## src/rtl/fastirq_pkg.sv

```systemverilog
package fastirq_pkg;

    typedef enum logic [1:0] {
        CSEL_ENABLE  = 2'd0,
        CSEL_PENDING = 2'd1,
        CSEL_VBASE   = 2'd2,
        CSEL_NONE    = 2'd3
    } csr_sel_e;

    typedef enum logic {
        HS_IDLE = 1'b0,
        HS_BUSY = 1'b1
    } hs_state_e;

    localparam logic [1:0] VEC_MODE_BITS = 2'b01;

endpackage

```

## src/rtl/fastirq_csr_bank.sv

```systemverilog
module fastirq_csr_bank #(
    parameter int          NUM_LINES      = 32,
    parameter int          XLEN           = 32,
    parameter logic [31:0] VEC_BASE_RESET = 32'h0000_0080
) (
    input  logic                 clk_i,
    input  logic                 rst_ni,
    input  logic                 csr_req_i,
    input  logic                 csr_we_i,
    input  logic [1:0]           csr_sel_i,
    input  logic [XLEN-1:0]      csr_wdata_i,
    input  logic [NUM_LINES-1:0] irq_lines_i,
    output logic [XLEN-1:0]      csr_rdata_o,
    output logic [NUM_LINES-1:0] enable_o,
    output logic [XLEN-1:0]      base_o
);
    import fastirq_pkg::*;

    localparam int BASE_W = XLEN - 2;

    logic [NUM_LINES-1:0] en_q;
    logic [BASE_W-1:0]    base_q;
    logic                 wr_en;
    csr_sel_e             sel;

    assign sel   = csr_sel_e'(csr_sel_i);
    assign wr_en = csr_req_i && csr_we_i;

    always_ff @(posedge clk_i or negedge rst_ni) begin
        if (!rst_ni) begin
            en_q   <= '1;
            base_q <= VEC_BASE_RESET[XLEN-1:2];
        end else if (wr_en) begin
            if (sel == CSEL_ENABLE) en_q   <= csr_wdata_i[NUM_LINES-1:0];
            if (sel == CSEL_VBASE)  base_q <= csr_wdata_i[XLEN-1:2];
        end
    end

    always_comb begin
        csr_rdata_o = '0;
        unique case (sel)
            CSEL_ENABLE:  csr_rdata_o[NUM_LINES-1:0] = en_q;
            CSEL_PENDING: csr_rdata_o[NUM_LINES-1:0] = irq_lines_i;
            CSEL_VBASE:   csr_rdata_o = {base_q, VEC_MODE_BITS};
            CSEL_NONE:    csr_rdata_o = '0;
        endcase
    end

    assign enable_o = en_q;
    assign base_o   = {base_q, 2'b00};

endmodule

```

## src/rtl/fastirq_arbiter.sv

```systemverilog
module fastirq_arbiter #(
    parameter int NUM_LINES = 32,
    localparam int ID_W     = $clog2(NUM_LINES)
) (
    input  logic [NUM_LINES-1:0] active_i,
    output logic                 any_o,
    output logic [ID_W-1:0]      id_o
);
    logic [NUM_LINES-1:0] grant;

    generate
        for (genvar g = 0; g < NUM_LINES; g++) begin : gen_grant
            if (g == 0) begin : gen_first
                assign grant[g] = active_i[g];
            end else begin : gen_rest
                assign grant[g] = active_i[g] && !(|active_i[g-1:0]);
            end
        end
    endgenerate

    always_comb begin
        id_o = '0;
        for (int i = 0; i < NUM_LINES; i++) begin
            if (grant[i]) id_o = id_o | ID_W'(i);
        end
    end

    assign any_o = |active_i;

endmodule

```

## src/rtl/fastirq_handshake.sv

```systemverilog
module fastirq_handshake (
    input  logic clk_i,
    input  logic rst_ni,
    input  logic cand_i,
    input  logic accept_i,
    input  logic done_i,
    output logic take_req_o,
    output logic ack_o
);
    import fastirq_pkg::*;

    hs_state_e state_q, state_d;

    always_ff @(posedge clk_i or negedge rst_ni) begin
        if (!rst_ni) state_q <= HS_IDLE;
        else         state_q <= state_d;
    end

    always_comb begin
        state_d    = state_q;
        take_req_o = 1'b0;
        ack_o      = 1'b0;
        unique case (state_q)
            HS_IDLE: begin
                take_req_o = cand_i;
                if (cand_i && accept_i) begin
                    ack_o   = 1'b1;
                    state_d = HS_BUSY;
                end
            end
            HS_BUSY: begin
                if (done_i) state_d = HS_IDLE;
            end
        endcase
    end

endmodule

```

## src/rtl/fastirq_csr_unit.sv

```systemverilog
module fastirq_csr_unit #(
    parameter int          NUM_LINES      = 32,
    parameter int          XLEN           = 32,
    parameter logic [31:0] VEC_BASE_RESET = 32'h0000_0080,
    localparam int         ID_W           = $clog2(NUM_LINES)
) (
    input  logic                 clk_i,
    input  logic                 rst_ni,
    input  logic                 csr_req_i,
    input  logic                 csr_we_i,
    input  logic [1:0]           csr_sel_i,
    input  logic [XLEN-1:0]      csr_wdata_i,
    output logic [XLEN-1:0]      csr_rdata_o,
    input  logic [NUM_LINES-1:0] irq_lines_i,
    input  logic                 mie_global_i,
    input  logic                 accept_i,
    input  logic                 done_i,
    output logic                 take_req_o,
    output logic [ID_W-1:0]      take_id_o,
    output logic [XLEN-1:0]      take_vec_o,
    output logic                 ack_o,
    output logic [ID_W-1:0]      ack_id_o
);
    logic [NUM_LINES-1:0] enable;
    logic [XLEN-1:0]      base;
    logic                 any_active;
    logic [ID_W-1:0]      win_id;

    fastirq_csr_bank #(
        .NUM_LINES     (NUM_LINES),
        .XLEN          (XLEN),
        .VEC_BASE_RESET(VEC_BASE_RESET)
    ) u_bank (
        .clk_i      (clk_i),
        .rst_ni     (rst_ni),
        .csr_req_i  (csr_req_i),
        .csr_we_i   (csr_we_i),
        .csr_sel_i  (csr_sel_i),
        .csr_wdata_i(csr_wdata_i),
        .irq_lines_i(irq_lines_i),
        .csr_rdata_o(csr_rdata_o),
        .enable_o   (enable),
        .base_o     (base)
    );

    fastirq_arbiter #(.NUM_LINES(NUM_LINES)) u_arb (
        .active_i(irq_lines_i & enable),
        .any_o   (any_active),
        .id_o    (win_id)
    );

    fastirq_handshake u_hs (
        .clk_i     (clk_i),
        .rst_ni    (rst_ni),
        .cand_i    (mie_global_i && any_active),
        .accept_i  (accept_i),
        .done_i    (done_i),
        .take_req_o(take_req_o),
        .ack_o     (ack_o)
    );

    assign take_id_o  = win_id;
    assign take_vec_o = base + (XLEN'(win_id) << 2);
    assign ack_id_o   = win_id;

endmodule

```

## config.mk

```make
export PLATFORM = sky130hd
export DESIGN_NAME = fastirq_csr_unit
export DESIGN_NICKNAME = d
export VERILOG_FILES = /design/src/rtl/fastirq_pkg.sv /design/src/rtl/fastirq_csr_bank.sv /design/src/rtl/fastirq_arbiter.sv /design/src/rtl/fastirq_handshake.sv /design/src/rtl/fastirq_csr_unit.sv
export SDC_FILE = /design/constraint.sdc
export NUM_CORES = 1
export LEC_CHECK = 0
export ABC_CLOCK_PERIOD_IN_PS = 5090
export BUFFER_PORTS_ARGS = -buffer_cell sky130_fd_sc_hd__buf_2
export CAP_MARGIN = 15
export CORE_ASPECT_RATIO = 0.9
export CORE_UTILIZATION = 51
export CTS_CLUSTER_SIZE = 20
export DETAILED_ROUTE_END_ITERATION = 8
export GPL_TIMING_DRIVEN = 1
export PLACE_DENSITY = 0.88
export RECOVER_POWER = 50
export SYNTH_ARGS = -nofsm -noshare
export SYNTH_HDL_FRONTEND = slang
export SYNTH_SLANG_ARGS = --single-unit
```

## constraint.sdc

```tcl
create_clock -name clk_i -period 5.09 [get_ports clk_i]
set_input_delay 1.018 -clock clk_i [delete_from_list [all_inputs] [get_ports clk_i]]
set_output_delay 1.018 -clock clk_i [all_outputs]
set_load 0.005 [all_outputs]
```

* Word level (Yosys, flattened, before mapping)
Cells that the tools add are included.
** Word-level totals
- Latch bits :: 0
- Output and inout bits :: 76
- Logic and storage cells :: 158
- Memories kept :: 0
- Memory bits (read-only) :: 0
- Flip-flop bits (word level) :: 63
- RAM bits :: 0
** Cells by class
- Muxes and demuxes :: 45
- Multipliers :: 0
- Shift-type cells :: 0
- Equal/unequal tests :: 7
- Add/subtract/negate cells :: 1
- Reductions and logical operators :: 100
- Bitwise gates (word level) :: 2
- Divide/modulo/power cells :: 0
- Order comparisons :: 0
** Operators with widths (number)
- 32-bit case mux with 4 select lines :: 1
- 5-bit 2-to-1 mux :: 16
- 32-bit 2-to-1 mux :: 2
- 30-bit 2-to-1 mux :: 2
- 1-bit logical AND :: 34
- 32-bit by 7-bit adder with 32-bit output :: 1
- 32-bit AND :: 1
- 4-bit 2-to-1 mux :: 8
- 32-bit OR reduction :: 1
- 1-bit logical NOT :: 31
- 31-bit OR reduction :: 1
- 30-bit OR reduction :: 1
- 29-bit OR reduction :: 1
- 28-bit OR reduction :: 1
- 27-bit OR reduction :: 1
- 26-bit OR reduction :: 1
- 25-bit OR reduction :: 1
- 24-bit OR reduction :: 1
- 23-bit OR reduction :: 1
- 22-bit OR reduction :: 1
- 21-bit OR reduction :: 1
- 20-bit OR reduction :: 1
- 19-bit OR reduction :: 1
- 18-bit OR reduction :: 1
- 27 further kinds :: 44

* Longest topological paths before layout
- Depth after elaboration :: 35
- Gate-level depth with buffers :: 15

* Hierarchy
Synthesis repeated with hierarchy kept, for this count alone.
** Unflattened totals
- Cell total of the unflattened synthesis :: 412
- Area, all modules :: 4559.4 µm²
** By module, submodules not included
- fastirq_csr_bank :: cells an instance 212, area an instance 3200.6 µm², times used 1
- fastirq_csr_unit :: cells an instance 132, area an instance 943.4 µm², times used 1
- fastirq_arbiter :: cells an instance 63, area an instance 366.6 µm², times used 1
- fastirq_handshake :: cells an instance 5, area an instance 48.8 µm², times used 1

* Worst setup path before layout
Ideal clock, no wire load.
- Kind :: input -> output
- Start point :: input port irq_lines_i[2]
- End point :: output port take_vec_o[25]
- Path slack :: 0.394 ns
- Buffers on the path :: 1
- Data required time :: 4.072 ns
- Arrival time :: 3.678 ns
- Cell stages on the path :: 13
- Path through :: a22oi_1 > nand2_1 > nor3_1 > nand2_1 > o311ai_0 > ha_1 > a211oi_1 > nor2_1 > o31ai_1 > or2_1 > buf_6 > nor2_2 > xor2_1
** Between the ends
- Longest elaborated chain between the ends :: 34
- Elaborated cells on any way between the ends :: 120
- Classes of those cells :: add/sub: 1; mux: 30; bitwise: 1; reduce/logical: 88
** RTL lines
- from (decl) :: line fastirq_csr_unit.sv:14 : input logic [NUM_LINES-1:0] irq_lines_i,
- 32-bit AND (*) :: line fastirq_csr_unit.sv:47 : .active_i(irq_lines_i & enable),
- 3-bit OR reduction :: line fastirq_arbiter.sv:16 : assign grant[g] = active_i[g] && !(|active_i[g-1:0]);
- 1-bit logical NOT :: line fastirq_arbiter.sv:16
- 1-bit logical AND :: line fastirq_arbiter.sv:16
- 2-bit 2-to-1 mux :: line fastirq_arbiter.sv:24 : if (grant[i]) id_o = id_o | ID_W'(i);
- 3-bit 2-to-1 mux (4 in a row) :: line fastirq_arbiter.sv:24
- 4-bit 2-to-1 mux (8 in a row) :: line fastirq_arbiter.sv:24
- 5-bit 2-to-1 mux (15 in a row) :: line fastirq_arbiter.sv:24
- 5-bit 2-to-1 mux (*) :: line fastirq_arbiter.sv:24
- via ack_id_o[1] :: line fastirq_csr_unit.sv:22 : output logic [ID_W-1:0] ack_id_o
- 32-bit by 7-bit adder with 32-bit output (*) :: line fastirq_csr_unit.sv:63 : assign take_vec_o = base + (XLEN'(win_id) << 2);
- to (decl) :: line fastirq_csr_unit.sv:20 : output logic [XLEN-1:0] take_vec_o,
Mark *: on every way through the listed nets, which the timed path passes. The rest lies on a longest branch.

* Worst setup path in the final report
- Start point :: input port irq_lines_i[0]
- End point :: output port take_vec_o[29]
** Between the ends
- Longest elaborated chain between the ends :: 35
- Elaborated cells on any way between the ends :: 125
- Classes of those cells :: add/sub: 1; mux: 31; bitwise: 1; reduce/logical: 92
** RTL lines (line)
- 32-bit AND (*) :: fastirq_csr_unit.sv:47
- 1-bit logical NOT / 2-bit OR reduction (equally long branches) :: fastirq_arbiter.sv:16
- 1-bit logical AND / 1-bit logical NOT (equally long branches) :: fastirq_arbiter.sv:16
- 1-bit 2-to-1 mux / 1-bit logical AND (equally long branches) :: fastirq_arbiter.sv:24, fastirq_arbiter.sv:16
- 2-bit 2-to-1 mux (2 in a row) :: fastirq_arbiter.sv:24
- 3-bit 2-to-1 mux (4 in a row) :: fastirq_arbiter.sv:24
- 4-bit 2-to-1 mux (8 in a row) :: fastirq_arbiter.sv:24
- 5-bit 2-to-1 mux (15 in a row) :: fastirq_arbiter.sv:24
- 5-bit 2-to-1 mux (*) :: fastirq_arbiter.sv:24
- 32-bit by 7-bit adder with 32-bit output (*) :: fastirq_csr_unit.sv:63
Every way passes the cells marked *; elsewhere a longest branch is shown, timed or not.

==> results.md <==
- The flow ran to the end, but the final reports show violations.
- The checks that failed: DRC, capacitance limit, slew limit.
- The number of port buffers is 146.
- The final count of pins violating max slew is 64.
- In the final routed layout, each cell accounts on average for about 18 microns.
- Setup violations remaining at the end of the flow were counted as 0.
- For this design the top-level I/O count stands at 149.
- The residual DRC count is 11.
- The final wirelength is between 10000 and 15000 microns.
- The worst path meets setup with ~0.088 ns of slack.
- The critical path is of the input port to output pin type.
- The clock slew seen by the registers of the worst setup and hold paths is ~0.06 ns.
- For this run, asynchronously set or reset flops after synthesis account for 1.00.
- The worst-case IR drop observed on VDD is 0.182 mV.
- The count of flip-flops with a built-in enable after synthesis is 0.
- Using the TritonRoute via totals, the vias-per-cell ratio works out to 5.91.
- The horizontal die dimension is roughly 100 microns.
- The initial antenna violation count is 0.
- The endpoint class of the critical path is an output pin.
- The post-route met1 wirelength is around 5500 microns.
- The count of nets after finishing is 677.
- The highest net fanout along the worst path is 5.
- Yosys mapped the design onto 50 distinct sky130hd cell types.
- After detailed routing, the met2 layer carries roughly 6200 microns of wire.
- The power per unit of standard cell area is 370 mW/mm^2.
- The placer congestion estimate is 0.870.
- The combined area of all synthesized cells is approximately 0.0043 sq mm.
- The floorplan step set the die height to ~90 microns.
- For this run, the leading register cell type out of synthesis is dfstp_2.
- The detailed-routed wire length on met3 is 800 microns.
- The data required time at the worst endpoint is about 4.1 ns.
- Averaged over all synthesized cells, the footprint is slightly below 10 sq um.
- The number of global-route vias before repair was 4029.
- The clock network latency to the later pin of the worst-skew pair is between 0.3 and 0.4 ns.
- In this run the number of H-tree levels came out at 3.
- The clock root buffer master is clkbuf_8.
- The delay contributed by the slowest stage of the critical path is about 0.40 ns.
- The startpoint type of the worst setup path is an input port.
- The count of hold-fix buffers inserted at cts is 0.
- The largest net degree at the start of global routing is 64.
- The total overflow left after global routing is 0.
- Of the synthesized area, sequential elements account for 0.378.
- In this run, synthesis produced a sequential element count of 63.
- The total track usage is 0.291.
- After technology mapping, the gate count stands at about 440.
- For the pin with the worst max-slew slack, the measured transition is approximately 3.4 ns.
- Summing over every cut layer, the via total after detailed routing is ~4.1k.
- The global-route wire length before repair is slightly below 20000 microns.
- The post-route minimum period is around 5 ns.
- No sink is reached through more buffers than the 2 on the longest clock path.
- Measured against its own limit, the worst slew margin works out to -1.26.
- The remaining number of nets flagged by the antenna check after routing is 0.
- Of the cells placed in the final design, the portion with a size suffix greater than 1 is 0.516.
- The cell type of the slowest stage on the worst timing path is o311ai_1.
- The initial standard-cell utilization of the core is 0.530.
- TritonCTS built the clock tree.
- The first-pass detailed-route iteration total is 9.
- The most numerous cell type found on the critical path is buf_2.
- The number of violations of the max-capacitance limit is 1.
- Walking the worst path, the cells encountered are buf_2 -> a22oi_2 -> nand2_2 -> nor3_4 -> nand2_1 -> o311ai_1 -> ha_1 -> a211oi_2 -> nor2_1 -> o31ai_1 -> buf_4 -> or2_1 -> buf_12 -> nor2_2 -> xor2_1 -> buf_2.
- The number of hold violations in the final report is 0.
- 0 antenna diodes ended up in the layout.
- Static timing analysis puts the maximum clock frequency at ~200 MHz.
- The data arrival at the endpoint of the critical path is a little under 4 ns.
- The post-synthesis to final-layout area growth is 30.0%.
- After the first detailed-routing iteration, the DRC count stood at between 200 and 250.
- The full die area is between 0.008 and 0.009 sq mm.
- The number of buffers created by CTS is 9.
- For the final routed database, the setup TNS stands at 0 ns.
- The top routing layer in use is met4.
- The leakage power is 2.55 nW.
- The region available for standard cell placement spans between 0.008 and 0.009 sq mm.
- The count of warnings emitted by yosys is 0.
- The wire-length estimate of the detail-placed layout is a little over 9000 microns.
- Of the available clock period, the critical path in the final layout requires 0.983.
- The floorplan has 31 rows.
- The clock arrives with 0.00776 ns of skew.
- At the placement stage, the worst setup path has a slack of -0.149 ns.
- The tightest min-delay check is of the register to register type.
- CTS saw 63 sinks.
## registers in the layout (all words and copies together), names as in the netlist
signal	flops
u_hs.state_q	1
u_bank.enable_o	32
u_bank.base_q	30
## worst max-delay path: cells and delay by family
kind / cells / cell delay (ns)
compound gates: 4 / 1.15
xor+xnor: 1 / 0.13
fa+ha+maj: 1 / 0.33
buf+inv: 4 / 0.58
simple gates: 6 / 0.76
## metrics by stage
stage	utilization	cell area, sq um	instances	hold slack (ns)	total power [mW]
final	0.689	5560	702	0.529	2.06
after global routing	0.689	5560	702	0.550	2.17
after CTS	0.670	5400	697	0.519	1.99
after detailed placement	0.639	5150	681	0.512	1.48
after global placement	0.639	5150	681	0.498	1.44
after floorplan	-	4280	444	0.480	1.17
## layout by cell type, fill, tap and decap left out, types with 2 or more instances in the layout
cell type	n
buf_2	146
nand2_1	71
mux2_2	62
o21ai_0	36
dfstp_2	33
mux2i_1	31
dfrtp_1	30
xnor2_1	20
buf_4	19
nor2_1	15
clkbuf_8	11
nand3_1	10
a21oi_1	9
a22o_1	6
a22oi_2	6
inv_1	5
nor2_2	5
a32oi_1	5
xor2_1	5
nor2_4	4
nand4_1	4
nor3_1	4
ha_1	4
a211oi_2	3
nand2b_1	3
and3_1	3
clkbuf_1	3
nand2_2	2
a31oi_1	2
and2_1	2
a21o_1	2
a21oi_2	2
o31ai_1	2
a211oi_1	2
o21a_1	2
conb_1	2
bufinv_16	2
buf_12	2
## path summary, 6_finish.rpt
check / slack [ns] / cells after the start / to / from
worst max-delay path: 0.09 / 16 / take_vec_o[29] / irq_lines_i[0]
worst min-delay path: 0.53 / 1 / u_hs.state_q / u_hs.state_q
worst max register to register: 3.45 / 6 / u_hs.state_q / u_bank.enable_o[0]
worst min register to register: 0.53 / 1 / u_hs.state_q / u_hs.state_q
max in group asynchronous: 1.27 / 2 / u_bank.base_q[13] / rst_ni
min in group asynchronous: 1.91 / 2 / u_bank.base_q[4] / rst_ni
## metal layers
| metal | vias to the layer above | global-route usage |
|---|---|---|
| met3 | 21 | 0.0474 |
| met2 | 185 | 0.506 |
| met4 | 0 | 0.109 |
| met1 | 2047 | 0.372 |
| li1 | 1894 | - |
| met5 | - | 0 |
## synthesized netlist by cell type, types with 2 or more instances
cell type	instances	share of area
mux2i_1	31	0.073
o31ai_1	3	0.0053
and3_1	3	0.0044
mux2_2	62	0.16
nand4_1	4	0.0059
nor2_2	3	0.0044
inv_1	5	0.0044
a22o_1	6	0.012
nand3_1	11	0.013
a31oi_1	2	0.0029
dfrtp_1	30	0.18
a21o_1	2	0.0035
o21ai_0	37	0.043
clkbuf_1	8	0.0070
xnor2_1	20	0.041
nand2_1	73	0.064
buf_4	7	0.012
a211oi_1	5	0.0088
nor3_1	6	0.0070
a22oi_1	7	0.012
buf_2	9	0.011
a32oi_1	5	0.010
a21oi_1	11	0.013
nor2b_1	3	0.0044
xor2_1	5	0.010
nor2_1	20	0.018
and2_1	2	0.0029
ha_1	5	0.015
o21a_1	2	0.0035
nand2b_1	4	0.0059
dfstp_2	33	0.20
## layout make-up
type	instances	area [sq um]
clock inverters	3	65.1
clock buffers	13	159
flip-flops and latches	63	1620
fillers	623	2510
repair buffers	168	917
inverters	5	18.8
well taps	99	124
multi-input cells	351	2660
## where the power goes
group	internal, mW	switching, mW	total, mW
registers	0.656	0.139	0.795
logic	0.394	0.367	0.762
clock network	0.302	0.199	0.501
total	1.35	0.704	2.06
## kinds of logic (layout without fill, tap and decap cells)
group	Yosys count	after routing	share of synthesized area
AO/OA/AOI/OAI	88	88	0.131
multiplexers	93	93	0.236
adder cells (fa/ha/maj)	6	6	0.0193
AND/OR/NAND/NOR	136	136	0.143
other	1	2	0.000877
XOR/XNOR	26	26	0.0550
buffers and inverters	30	189	0.0369
flip-flops	63	63	0.378
## timing repair
action,in CTS,in global routing
buffers inserted,0,5
setup endpoints to repair,14,19
resized for setup,8,27
pin swaps,1,9
(Power assumes the default switching activity.)
